<file path="config.mk">
export PLATFORM = sky130hd
export DESIGN_NAME = tfd_format_disc
export DESIGN_NICKNAME = d
export VERILOG_FILES = /design/src/rtl/tfd_pkg.sv /design/src/rtl/tfd_fu_unit.sv /design/src/rtl/tfd_rf_unit.sv /design/src/rtl/tfd_tok_emit.sv /design/src/rtl/tfd_format_disc.sv
export SDC_FILE = /design/constraint.sdc
export NUM_CORES = 1
export LEC_CHECK = 0
export BUFFER_PORTS_ARGS = -buffer_cell sky130_fd_sc_hd__buf_2
export CAP_MARGIN = 20
export CELL_PAD_IN_SITES_DETAIL_PLACEMENT = 0
export CELL_PAD_IN_SITES_GLOBAL_PLACEMENT = 2
export CORE_MARGIN = 1
export CORE_UTILIZATION = 16
export DETAILED_ROUTE_END_ITERATION = 7
export PLACE_DENSITY_LB_ADDON = 0.1
export SKIP_LAST_GASP = 1
export SLEW_MARGIN = 20
export SYNTH_ARGS = -nofsm -noshare
export SYNTH_HDL_FRONTEND = slang
export SYNTH_SLANG_ARGS = --single-unit
</file>
<file path="constraint.sdc">
create_clock -name clk_i -period 1 [get_ports clk_i]
set_input_delay 0 -clock clk_i [delete_from_list [all_inputs] [get_ports clk_i]]
set_output_delay 0 -clock clk_i [all_outputs]
set_load 0.02 [all_outputs]
</file>
<file path="src/rtl/tfd_pkg.sv">
package tfd_pkg;
  localparam int FLD_OPC   = 0;
  localparam int FLD_SRC0  = 1;
  localparam int FLD_SRC1  = 2;
  localparam int FLD_ROUTE = 3;
  localparam int FLD_WADDR = 4;
  localparam int FLD_RADDR = 5;
  localparam int N_FLD     = 6;

  typedef logic [N_FLD-1:0] fld_vec_t;
endpackage

</file>
<file path="src/rtl/tfd_fu_unit.sv">
module tfd_fu_unit #(
  parameter int N_IN   = 5,
  parameter int SEL_W  = 3,
  parameter int N_OPND = 2
) (
  input  logic [N_IN-1:0]              tok_i,
  input  logic [N_OPND-1:0][SEL_W-1:0] sel_i,
  output logic                         fire_o,
  output logic [N_OPND-1:0]            opnd_en_o
);
  assign fire_o = |tok_i;

  // operand field needed only if its selected port carries a token
  for (genvar o = 0; o < N_OPND; o++) begin : g_opnd
    logic [N_IN-1:0] hit;
    for (genvar p = 0; p < N_IN; p++) begin : g_port
      assign hit[p] = tok_i[p] && (sel_i[o] == SEL_W'(p));
    end
    assign opnd_en_o[o] = |hit;
  end
endmodule

</file>
<file path="src/rtl/tfd_rf_unit.sv">
module tfd_rf_unit (
  input  logic clk_i,
  input  logic rst_ni,
  input  logic wr_tok_i,
  input  logic rd_req_i,
  output logic en_waddr_o,
  output logic en_raddr_o,
  output logic rd_tok_o
);
  assign en_waddr_o = wr_tok_i;
  assign en_raddr_o = rd_req_i;

  always_ff @(posedge clk_i or negedge rst_ni) begin
    if (!rst_ni) rd_tok_o <= 1'b0;
    else         rd_tok_o <= rd_req_i;
  end
endmodule

</file>
<file path="src/rtl/tfd_tok_emit.sv">
module tfd_tok_emit #(
  parameter int N_OUT = 4
) (
  input  logic             clk_i,
  input  logic             rst_ni,
  input  logic             fire_i,
  input  logic [N_OUT-1:0] route_i,
  output logic [N_OUT-1:0] tok_o
);
  for (genvar d = 0; d < N_OUT; d++) begin : g_dir
    always_ff @(posedge clk_i or negedge rst_ni) begin
      if (!rst_ni) tok_o[d] <= 1'b0;
      else         tok_o[d] <= fire_i & route_i[d];
    end
  end
endmodule

</file>
<file path="src/rtl/tfd_format_disc.sv">
module tfd_format_disc
  import tfd_pkg::*;
#(
  parameter int N_MESH     = 4,
  parameter int N_RF_PORTS = 1,
  parameter int N_IN       = N_MESH + N_RF_PORTS,
  parameter int SEL_W      = (N_IN > 1) ? $clog2(N_IN) : 1
) (
  input  logic              clk_i,
  input  logic              rst_ni,
  input  logic [N_IN-1:0]   tok_i,
  input  logic [SEL_W-1:0]  src0_sel_i,
  input  logic [SEL_W-1:0]  src1_sel_i,
  input  logic [N_MESH-1:0] route_i,
  input  logic              rf_wr_tok_i,
  input  logic              rf_rd_req_i,
  output logic [N_FLD-1:0]  fetch_en_o,
  output logic [N_MESH-1:0] tok_o,
  output logic              rf_tok_o
);
  localparam int N_OPND = 2;

  logic [N_OPND-1:0][SEL_W-1:0] sel;
  logic [N_OPND-1:0]            opnd_en;
  logic                         fire;
  logic                         en_waddr, en_raddr;
  fld_vec_t                     fmt;

  assign sel[0] = src0_sel_i;
  assign sel[1] = src1_sel_i;

  tfd_fu_unit #(.N_IN(N_IN), .SEL_W(SEL_W), .N_OPND(N_OPND)) u_fu (
    .tok_i     (tok_i),
    .sel_i     (sel),
    .fire_o    (fire),
    .opnd_en_o (opnd_en)
  );

  tfd_rf_unit u_rf (
    .clk_i      (clk_i),
    .rst_ni     (rst_ni),
    .wr_tok_i   (rf_wr_tok_i),
    .rd_req_i   (rf_rd_req_i),
    .en_waddr_o (en_waddr),
    .en_raddr_o (en_raddr),
    .rd_tok_o   (rf_tok_o)
  );

  tfd_tok_emit #(.N_OUT(N_MESH)) u_emit (
    .clk_i   (clk_i),
    .rst_ni  (rst_ni),
    .fire_i  (fire),
    .route_i (route_i),
    .tok_o   (tok_o)
  );

  always_comb begin
    fmt            = '0;
    fmt[FLD_OPC]   = fire;
    fmt[FLD_SRC0]  = opnd_en[0];
    fmt[FLD_SRC1]  = opnd_en[1];
    fmt[FLD_ROUTE] = fire;
    fmt[FLD_WADDR] = en_waddr;
    fmt[FLD_RADDR] = en_raddr;
  end

  assign fetch_en_o = fmt;
endmodule

</file>
==> results of run 1 <==
==> state kept, by name, summed over array words and instances (netlist names) <==
signal         flops
u_emit.tok_o       4
u_rf.rd_tok_o      1
==> cell type report <==
cell class | instances | area (um2)
inverters | 1 | 3.75
clock buffers | 4 | 26.3
well taps | 25 | 31.3
multi-input cells | 18 | 143
fillers | 197 | 1200
repair buffers | 36 | 218
flip-flops and latches | 5 | 125
==> power groups by stage <==
stage / sequential [mW] / clock [mW] / combinational [mW]
2_1_floorplan: 0.235 / 0 / 0.0599
6_report: 0.217 / 0.225 / 0.162
3_5_place_dp: 0.220 / 0 / 0.143
5_1_grt: 0.218 / 0.239 / 0.176
3_3_place_gp: 0.219 / 0 / 0.141
4_1_cts: 0.217 / 0.236 / 0.163
==> path summary, 6_finish.rpt <==
check	from	end	slack, ns	cells past startpoint
min in group asynchronous	rst_ni	u_emit.tok_o[0]	0.11	2
setup / recovery	tok_i[1]	fetch_en_o[3]	0.05	5
hold / removal	rf_wr_tok_i	fetch_en_o[4]	0.000009	0
max in group asynchronous	rst_ni	u_emit.tok_o[3]	0.77	2
==> through the flow <==
step / worst slack, ns / setup TNS (ns) / instance area (um2)
floorplan: 0.143 / 0 / 302
global placement: -0.00107 / -0.00205 / 453
detailed placement: -0.0175 / -0.0349 / 453
CTS: 0.0312 / 0 / 547
global route: 0.00146 / 0 / 547
finish: 0.0520 / 0 / 547
==> kinds of logic after synthesis <==
group | after synthesis | synth area share, %
simple gates | 11 | 26.1
flops | 5 | 41.5
buf+inv | 5 | 11.2
mux | 4 | 14.1
compound gates | 3 | 7.05
==> cell usage in the layout (no fill, tap or decap) <==
cell type / instances
sky130_fd_sc_hd__nor2_1: 1
sky130_fd_sc_hd__mux2_2: 2
sky130_fd_sc_hd__clkbuf_4: 3
sky130_fd_sc_hd__dfrtp_1: 5
sky130_fd_sc_hd__o21a_1: 1
sky130_fd_sc_hd__o311ai_1: 1
sky130_fd_sc_hd__mux2i_1: 2
sky130_fd_sc_hd__inv_1: 1
sky130_fd_sc_hd__or4_4: 1
sky130_fd_sc_hd__dlygate4sd3_1: 6
sky130_fd_sc_hd__clkbuf_1: 1
sky130_fd_sc_hd__buf_2: 27
sky130_fd_sc_hd__nand3_1: 1
sky130_fd_sc_hd__buf_4: 3
sky130_fd_sc_hd__nand3b_1: 3
sky130_fd_sc_hd__o21ai_1: 1
sky130_fd_sc_hd__nor2b_1: 4
sky130_fd_sc_hd__nor2_4: 1
==> layer usage <==
metal / wire, um / vias up / part of all wire (%) / track usage, %
li1: - / 168 / - / -
met1: 321 / 143 / 41 / 8.74
met2: 397 / 17 / 51 / 14.6
met3: 60 / 0 / 7.7 / 2.38
met4: 0 / 0 / 0 / 4.24
met5: 0 / - / 0 / 0
==> timing repair <==
| action | 4_1_cts | 5_1_grt |
|---|---|---|
| pin swaps | 1 | 1 |
| gates resized for setup | 0 | 0 |
| hold buffers | 6 | 0 |
| setup buffers | 1 | 0 |
| gates cloned | 0 | 0 |
| endpoints found under the hold margin | 10 | 0 |
| endpoints found under the setup margin | 2 | 2 |
==> impl_metrics.ini, run 1 <==
[outcome]
run_status = finished, final reports clean

[timing]
tightestPinTransition_ns = 0.223
finalCritPeriodShare_pct = 94.8
total_of_endpoints_with_negative_setup_slack_in_the_final_report = 0
final_max_slew_viol_count = 0
final_period_minus_worst_setup_slack_ns = 0.948
fmax_mhz = 1050
slew_headroom_pct = 84.9
hold_viol = 0
grt_setup_unrepaired = no
worst_hold_slack_ns = 0.00000883

[yosys]
yosys_register_bits = 5
synth_enable_flop_cells = 0
synth.area.top_cells = sky130_fd_sc_hd__dfrtp_1, sky130_fd_sc_hd__buf_4, sky130_fd_sc_hd__nor2b_1, sky130_fd_sc_hd__mux2_2, sky130_fd_sc_hd__nand3b_1
post-synth-top-count-cell = sky130_fd_sc_hd__dfrtp_1
synth.cells.most_frequent = sky130_fd_sc_hd__dfrtp_1, sky130_fd_sc_hd__buf_4, sky130_fd_sc_hd__nor2b_1
syn-num-nets = 47
post_synth.cell_area_avg_um2 = 10.8
synth-seq-area-share_pct = 41.5
ys_async_sr_fraction_pct = 100
yosys_top_cell_area_share_pct = 41.5
ys_types = 14
synthDominantAreaCellType = sky130_fd_sc_hd__dfrtp_1
synthCells = 28
synth_top_flop_cell = sky130_fd_sc_hd__dfrtp_1
synth_area_um2 = 302
synth-warning-count = 0

[worst_setup_path]
critical_path_start_end_classification = input pin to primary output
critPathMaxStageDelay_ns = 0.53
end_kind = primary output
required_ns = 1.00
worst_setup_path_start_kind = input pin
cp_max_fo = 2
cp_slowest_cell = sky130_fd_sc_hd__or4_4
cp_top_family = simple AND/OR/NAND/NOR gates
worstPathArrival_ns = 0.95
crit_path_frequent_cell = sky130_fd_sc_hd__buf_2
path_buf_inv = 3
timing.critical_path.cells = buf_2 -> or4_4 -> nor2_4 -> inv_1 -> buf_2

[floorplanning]
start_util_pct = 17.3
rows = 15
die_w_um = 45.4
io_pins = 30
die_height_um = 45.4
design.die.area_um2 = 2060
core_region_area_um2 = 1750

[flow_run]
maxCapViolations = 0

[clocking]
ctsHtreeMaxLevel = 1
clock_tree.buffer_depth = 2
cts_made_buffers = 3
root_buffer = sky130_fd_sc_hd__clkbuf_4
clock_sink_count = 5
tritoncts_clock_tree = done

[global_routing]
grt_antenna_before_repair = 0
gr-usage-all-layers_pct = 8.24
overflow = 0
grt_pass1_vias = 316
grt_first_pass_wirelength_um = 1190
grt_start_max_net_pins = 6

[routing]
final_antenna_net_count = 0
detail_route.vias_per_cell = 3.69
routedWlPerCell_um = 8.74
drcViolationCount = 0
dr.pass1.iters = 4
dr_vias = 328
detail_route.iter0.violations = 1
totalWireLength_um = 778

[power_and_ir_drop]
share_comb_of_total_power_pct = 26.8
p_per_area_nw_per_um2 = 1100
vdd_ir_drop_max_v = 0.000336
cellLeakagePower_nw = 0.267
internal_power_uw = 449
power_switching_uw = 155
share_seq_of_total_power_pct = 35.9
power.switching_fraction_pct = 25.7
clock_power_share_pct = 37.3
report.power.total_uw = 604

[placed_design]
gpl.final_weighted_congestion = 0.549
port_buffers = 27
place_inst = 78
place_hpwl_um = 631

[worst_hold_path]
hold_path.class = input pin to primary output

[layout]
final_core_density_pct = 31.3
post_route_cells_drive_above_1_share_pct = 57.8
final_net_count = 84
area_delta_synth_final_pct = 81.3
n_antenna_cell = 0
instances_no_fill = 89
Power figures use the tool's default switching activity.
==> run 2: changes to the inputs <==
--- a/config.mk
+++ b/config.mk
@@ -5,12 +5,13 @@
 export SDC_FILE = /design/constraint.sdc
 export NUM_CORES = 1
 export LEC_CHECK = 0
+export ABC_AREA = 1
 export BUFFER_PORTS_ARGS = -buffer_cell sky130_fd_sc_hd__buf_2
 export CAP_MARGIN = 20
 export CELL_PAD_IN_SITES_DETAIL_PLACEMENT = 0
 export CELL_PAD_IN_SITES_GLOBAL_PLACEMENT = 2
 export CORE_MARGIN = 1
-export CORE_UTILIZATION = 16
+export CORE_UTILIZATION = 15
 export DETAILED_ROUTE_END_ITERATION = 7
 export PLACE_DENSITY_LB_ADDON = 0.1
 export SKIP_LAST_GASP = 1
==> run 2 against run 1 <==
  * Via count grew 13%
  * Die area increased by 15%
  * Core utilization down 3.7 points
  * Final area increased by 1.1%
  * Sequential power hardly changed
  * Fmax increased by 17%
  * Power decreased by 0.58%
  * First-iteration DRC count grew to 5.0 times the previous value
  * Clock power barely moved
  * Combinational power is essentially flat
  * Worst setup slack gained 0.14 ns
  * Highest routed layer unchanged
==> impl_metrics.ini, run 2 <==
[power_and_ir_drop]
report.power.total_uw = 600
vdd_ir_drop_max_v = 0.000360
power_switching_uw = 163
share_seq_of_total_power_pct = 36.1
share_comb_of_total_power_pct = 26.8
power.switching_fraction_pct = 27.2
internal_power_uw = 437
p_per_area_nw_per_um2 = 1080
clock_power_share_pct = 37.1
cellLeakagePower_nw = 0.348

[global_routing]
gr-usage-all-layers_pct = 7.72
grt_first_pass_wirelength_um = 1320
grt_start_max_net_pins = 7
overflow = 0
grt_antenna_before_repair = 0
grt_pass1_vias = 332

[floorplanning]
die_height_um = 48.8
io_pins = 30
design.die.area_um2 = 2380
die_w_um = 48.8
start_util_pct = 16.4
rows = 16
core_region_area_um2 = 2000

[timing]
grt_setup_unrepaired = no
slew_headroom_pct = 89.8
final_period_minus_worst_setup_slack_ns = 0.808
tightestPinTransition_ns = 0.152
hold_viol = 0
fin_setup_tns_ns = 0
finalCritPeriodShare_pct = 80.8
total_of_endpoints_with_negative_setup_slack_in_the_final_report = 0
final_max_slew_viol_count = 0
fmax_mhz = 1240
worst_hold_slack_ns = 0.00000883

[layout]
n_antenna_cell = 0
layout_common_cells = sky130_fd_sc_hd__buf_2, sky130_fd_sc_hd__nand2_1, sky130_fd_sc_hd__inv_1
area_delta_synth_final_pct = 68.7
final_core_density_pct = 27.6
layout.cells.most_common = sky130_fd_sc_hd__buf_2
finish.instance_area_um2 = 553
largest_registers = u_emit.tok_o: 4 flops, u_rf.rd_tok_o: 1 flops
top_register = u_emit.tok_o
largest_register_ff_count = 4
final_net_count = 102
post_route_cells_drive_above_1_share_pct = 39.0

[worst_setup_path]
worst_setup_path_start_kind = input pin
timing.critical_path.cells = dlygate4sd3_1 -> buf_2 -> buf_2
path_buf_inv = 3
cp_slowest_cell = sky130_fd_sc_hd__dlygate4sd3_1
critPathMaxStageDelay_ns = 0.53
critical_path_start_end_classification = input pin to primary output
crit_path_frequent_cell = sky130_fd_sc_hd__buf_2
cp_max_fo = 2
worstPathArrival_ns = 0.81
required_ns = 1.00
cp_top_family = buffers and inverters
end_kind = primary output

[routing]
detail_route.iter0.violations = 5
routedWlPerCell_um = 7.51
drcViolationCount = 0
final_antenna_net_count = 0
detail_route.vias_per_cell = 3.39
dr_vias = 370
dr.pass1.iters = 4
totalWireLength_um = 819

[outcome]
run_status = finished, final reports clean

[flow_run]
maxCapViolations = 0

[yosys]
synth.area.top_cells = sky130_fd_sc_hd__dfrtp_1, sky130_fd_sc_hd__nand2_1, sky130_fd_sc_hd__inv_1, sky130_fd_sc_hd__buf_4, sky130_fd_sc_hd__nand3_1
synth_area_um2 = 328
synth_enable_flop_cells = 0
synthDominantAreaCellType = sky130_fd_sc_hd__dfrtp_1
ys_async_sr_fraction_pct = 100
synth.cells.most_frequent = sky130_fd_sc_hd__nand2_1, sky130_fd_sc_hd__inv_1, sky130_fd_sc_hd__dfrtp_1
yosys_register_bits = 5
synth_top_flop_cell = sky130_fd_sc_hd__dfrtp_1
post-synth-top-count-cell = sky130_fd_sc_hd__nand2_1
yosys_top_cell_area_share_pct = 38.2
post_synth.cell_area_avg_um2 = 6.69
ys_types = 8
syn-num-nets = 68
synth-warning-count = 0
synthCells = 49
synth-seq-area-share_pct = 38.2

[placed_design]
placement.cell_area_um2 = 467
gpl.final_weighted_congestion = 0.609
place_hpwl_um = 690
port_buffers = 27

[clocking]
root_buffer = sky130_fd_sc_hd__clkbuf_4
postCtsResizedCells = 0
clock_tree.buffer_depth = 2
clock_sink_count = 5
cts_made_buffers = 3
ctsHtreeMaxLevel = 1
tritoncts_clock_tree = done

[worst_hold_path]
hold_path.class = input pin to primary output
-- run 2: cell types whose count changed in the layout (fill, tap and decap cells not counted), sizes merged, moves of 3 or more --
cell    before  now
inv          1   14
nor2b        4    0
nand3b       3    0
buf         30   27
nand3        1    5
nand2        0   18
-- run 2: layer usage --
metal / up-vias / track usage, % / wire, um
li1: 204 / - / -
met3: 0 / 2.20 / 54
met4: 0 / 8.82 / 0
met2: 14 / 10.6 / 414
met1: 152 / 8.85 / 351
met5: - / 0 / 0
-- run 2: timing repair --
action | in CTS | in global routing
endpoints found under the hold margin | 10 | 0
hold buffers | 6 | 0
endpoints found under the setup margin | 0 | 0
buffers inserted | 0 | 0
-- run 2: metrics by stage --
| stage | std cells | worst slack (ns) |
|---|---|---|
| final | 109 | 0.192 |
| after global routing | 109 | 0.185 |
| after CTS | 109 | 0.196 |
| after detailed placement | 99 | 0.315 |
| after global placement | 99 | 0.321 |
| after floorplan | 49 | 0.497 |
-- run 2: power groups by stage --
stage	Sequential (mW)	Clock [mW]	Combinational (mW)
6_report	0.217	0.223	0.161
5_1_grt	0.218	0.241	0.180
2_1_floorplan	0.235	0	0.0682
4_1_cts	0.217	0.233	0.163
3_5_place_dp	0.220	0	0.145
3_3_place_gp	0.220	0	0.147
-- run 2: cells by family (layout without fill, tap and decap cells) --
| family | count (synthesis) | count (layout) | share of synthesized area (%) |
|---|---|---|---|
| buf+inv | 18 | 51 | 25.2 |
| flops | 5 | 5 | 38.2 |
| simple gates | 26 | 26 | 36.6 |
-- run 2: area by class of cell --
cell class / instances / area [um2]
fillers: 236 / 1450
repair buffers: 33 / 195
flip-flops and latches: 5 / 125
multi-input cells: 26 / 120
inverters: 14 / 52.6
well taps: 27 / 33.8
clock buffers: 4 / 26.3
-- run 2: final timing paths --
kind | cells after the start | slack [ns] | start | endpoint
setup / recovery | 3 | 0.19 | rf_rd_req_i | fetch_en_o[5]
min in group asynchronous | 2 | 0.10 | rst_ni | u_emit.tok_o[0]
hold / removal | 0 | 0.000009 | rf_wr_tok_i | fetch_en_o[4]
max in group asynchronous | 2 | 0.77 | rst_ni | u_emit.tok_o[1]
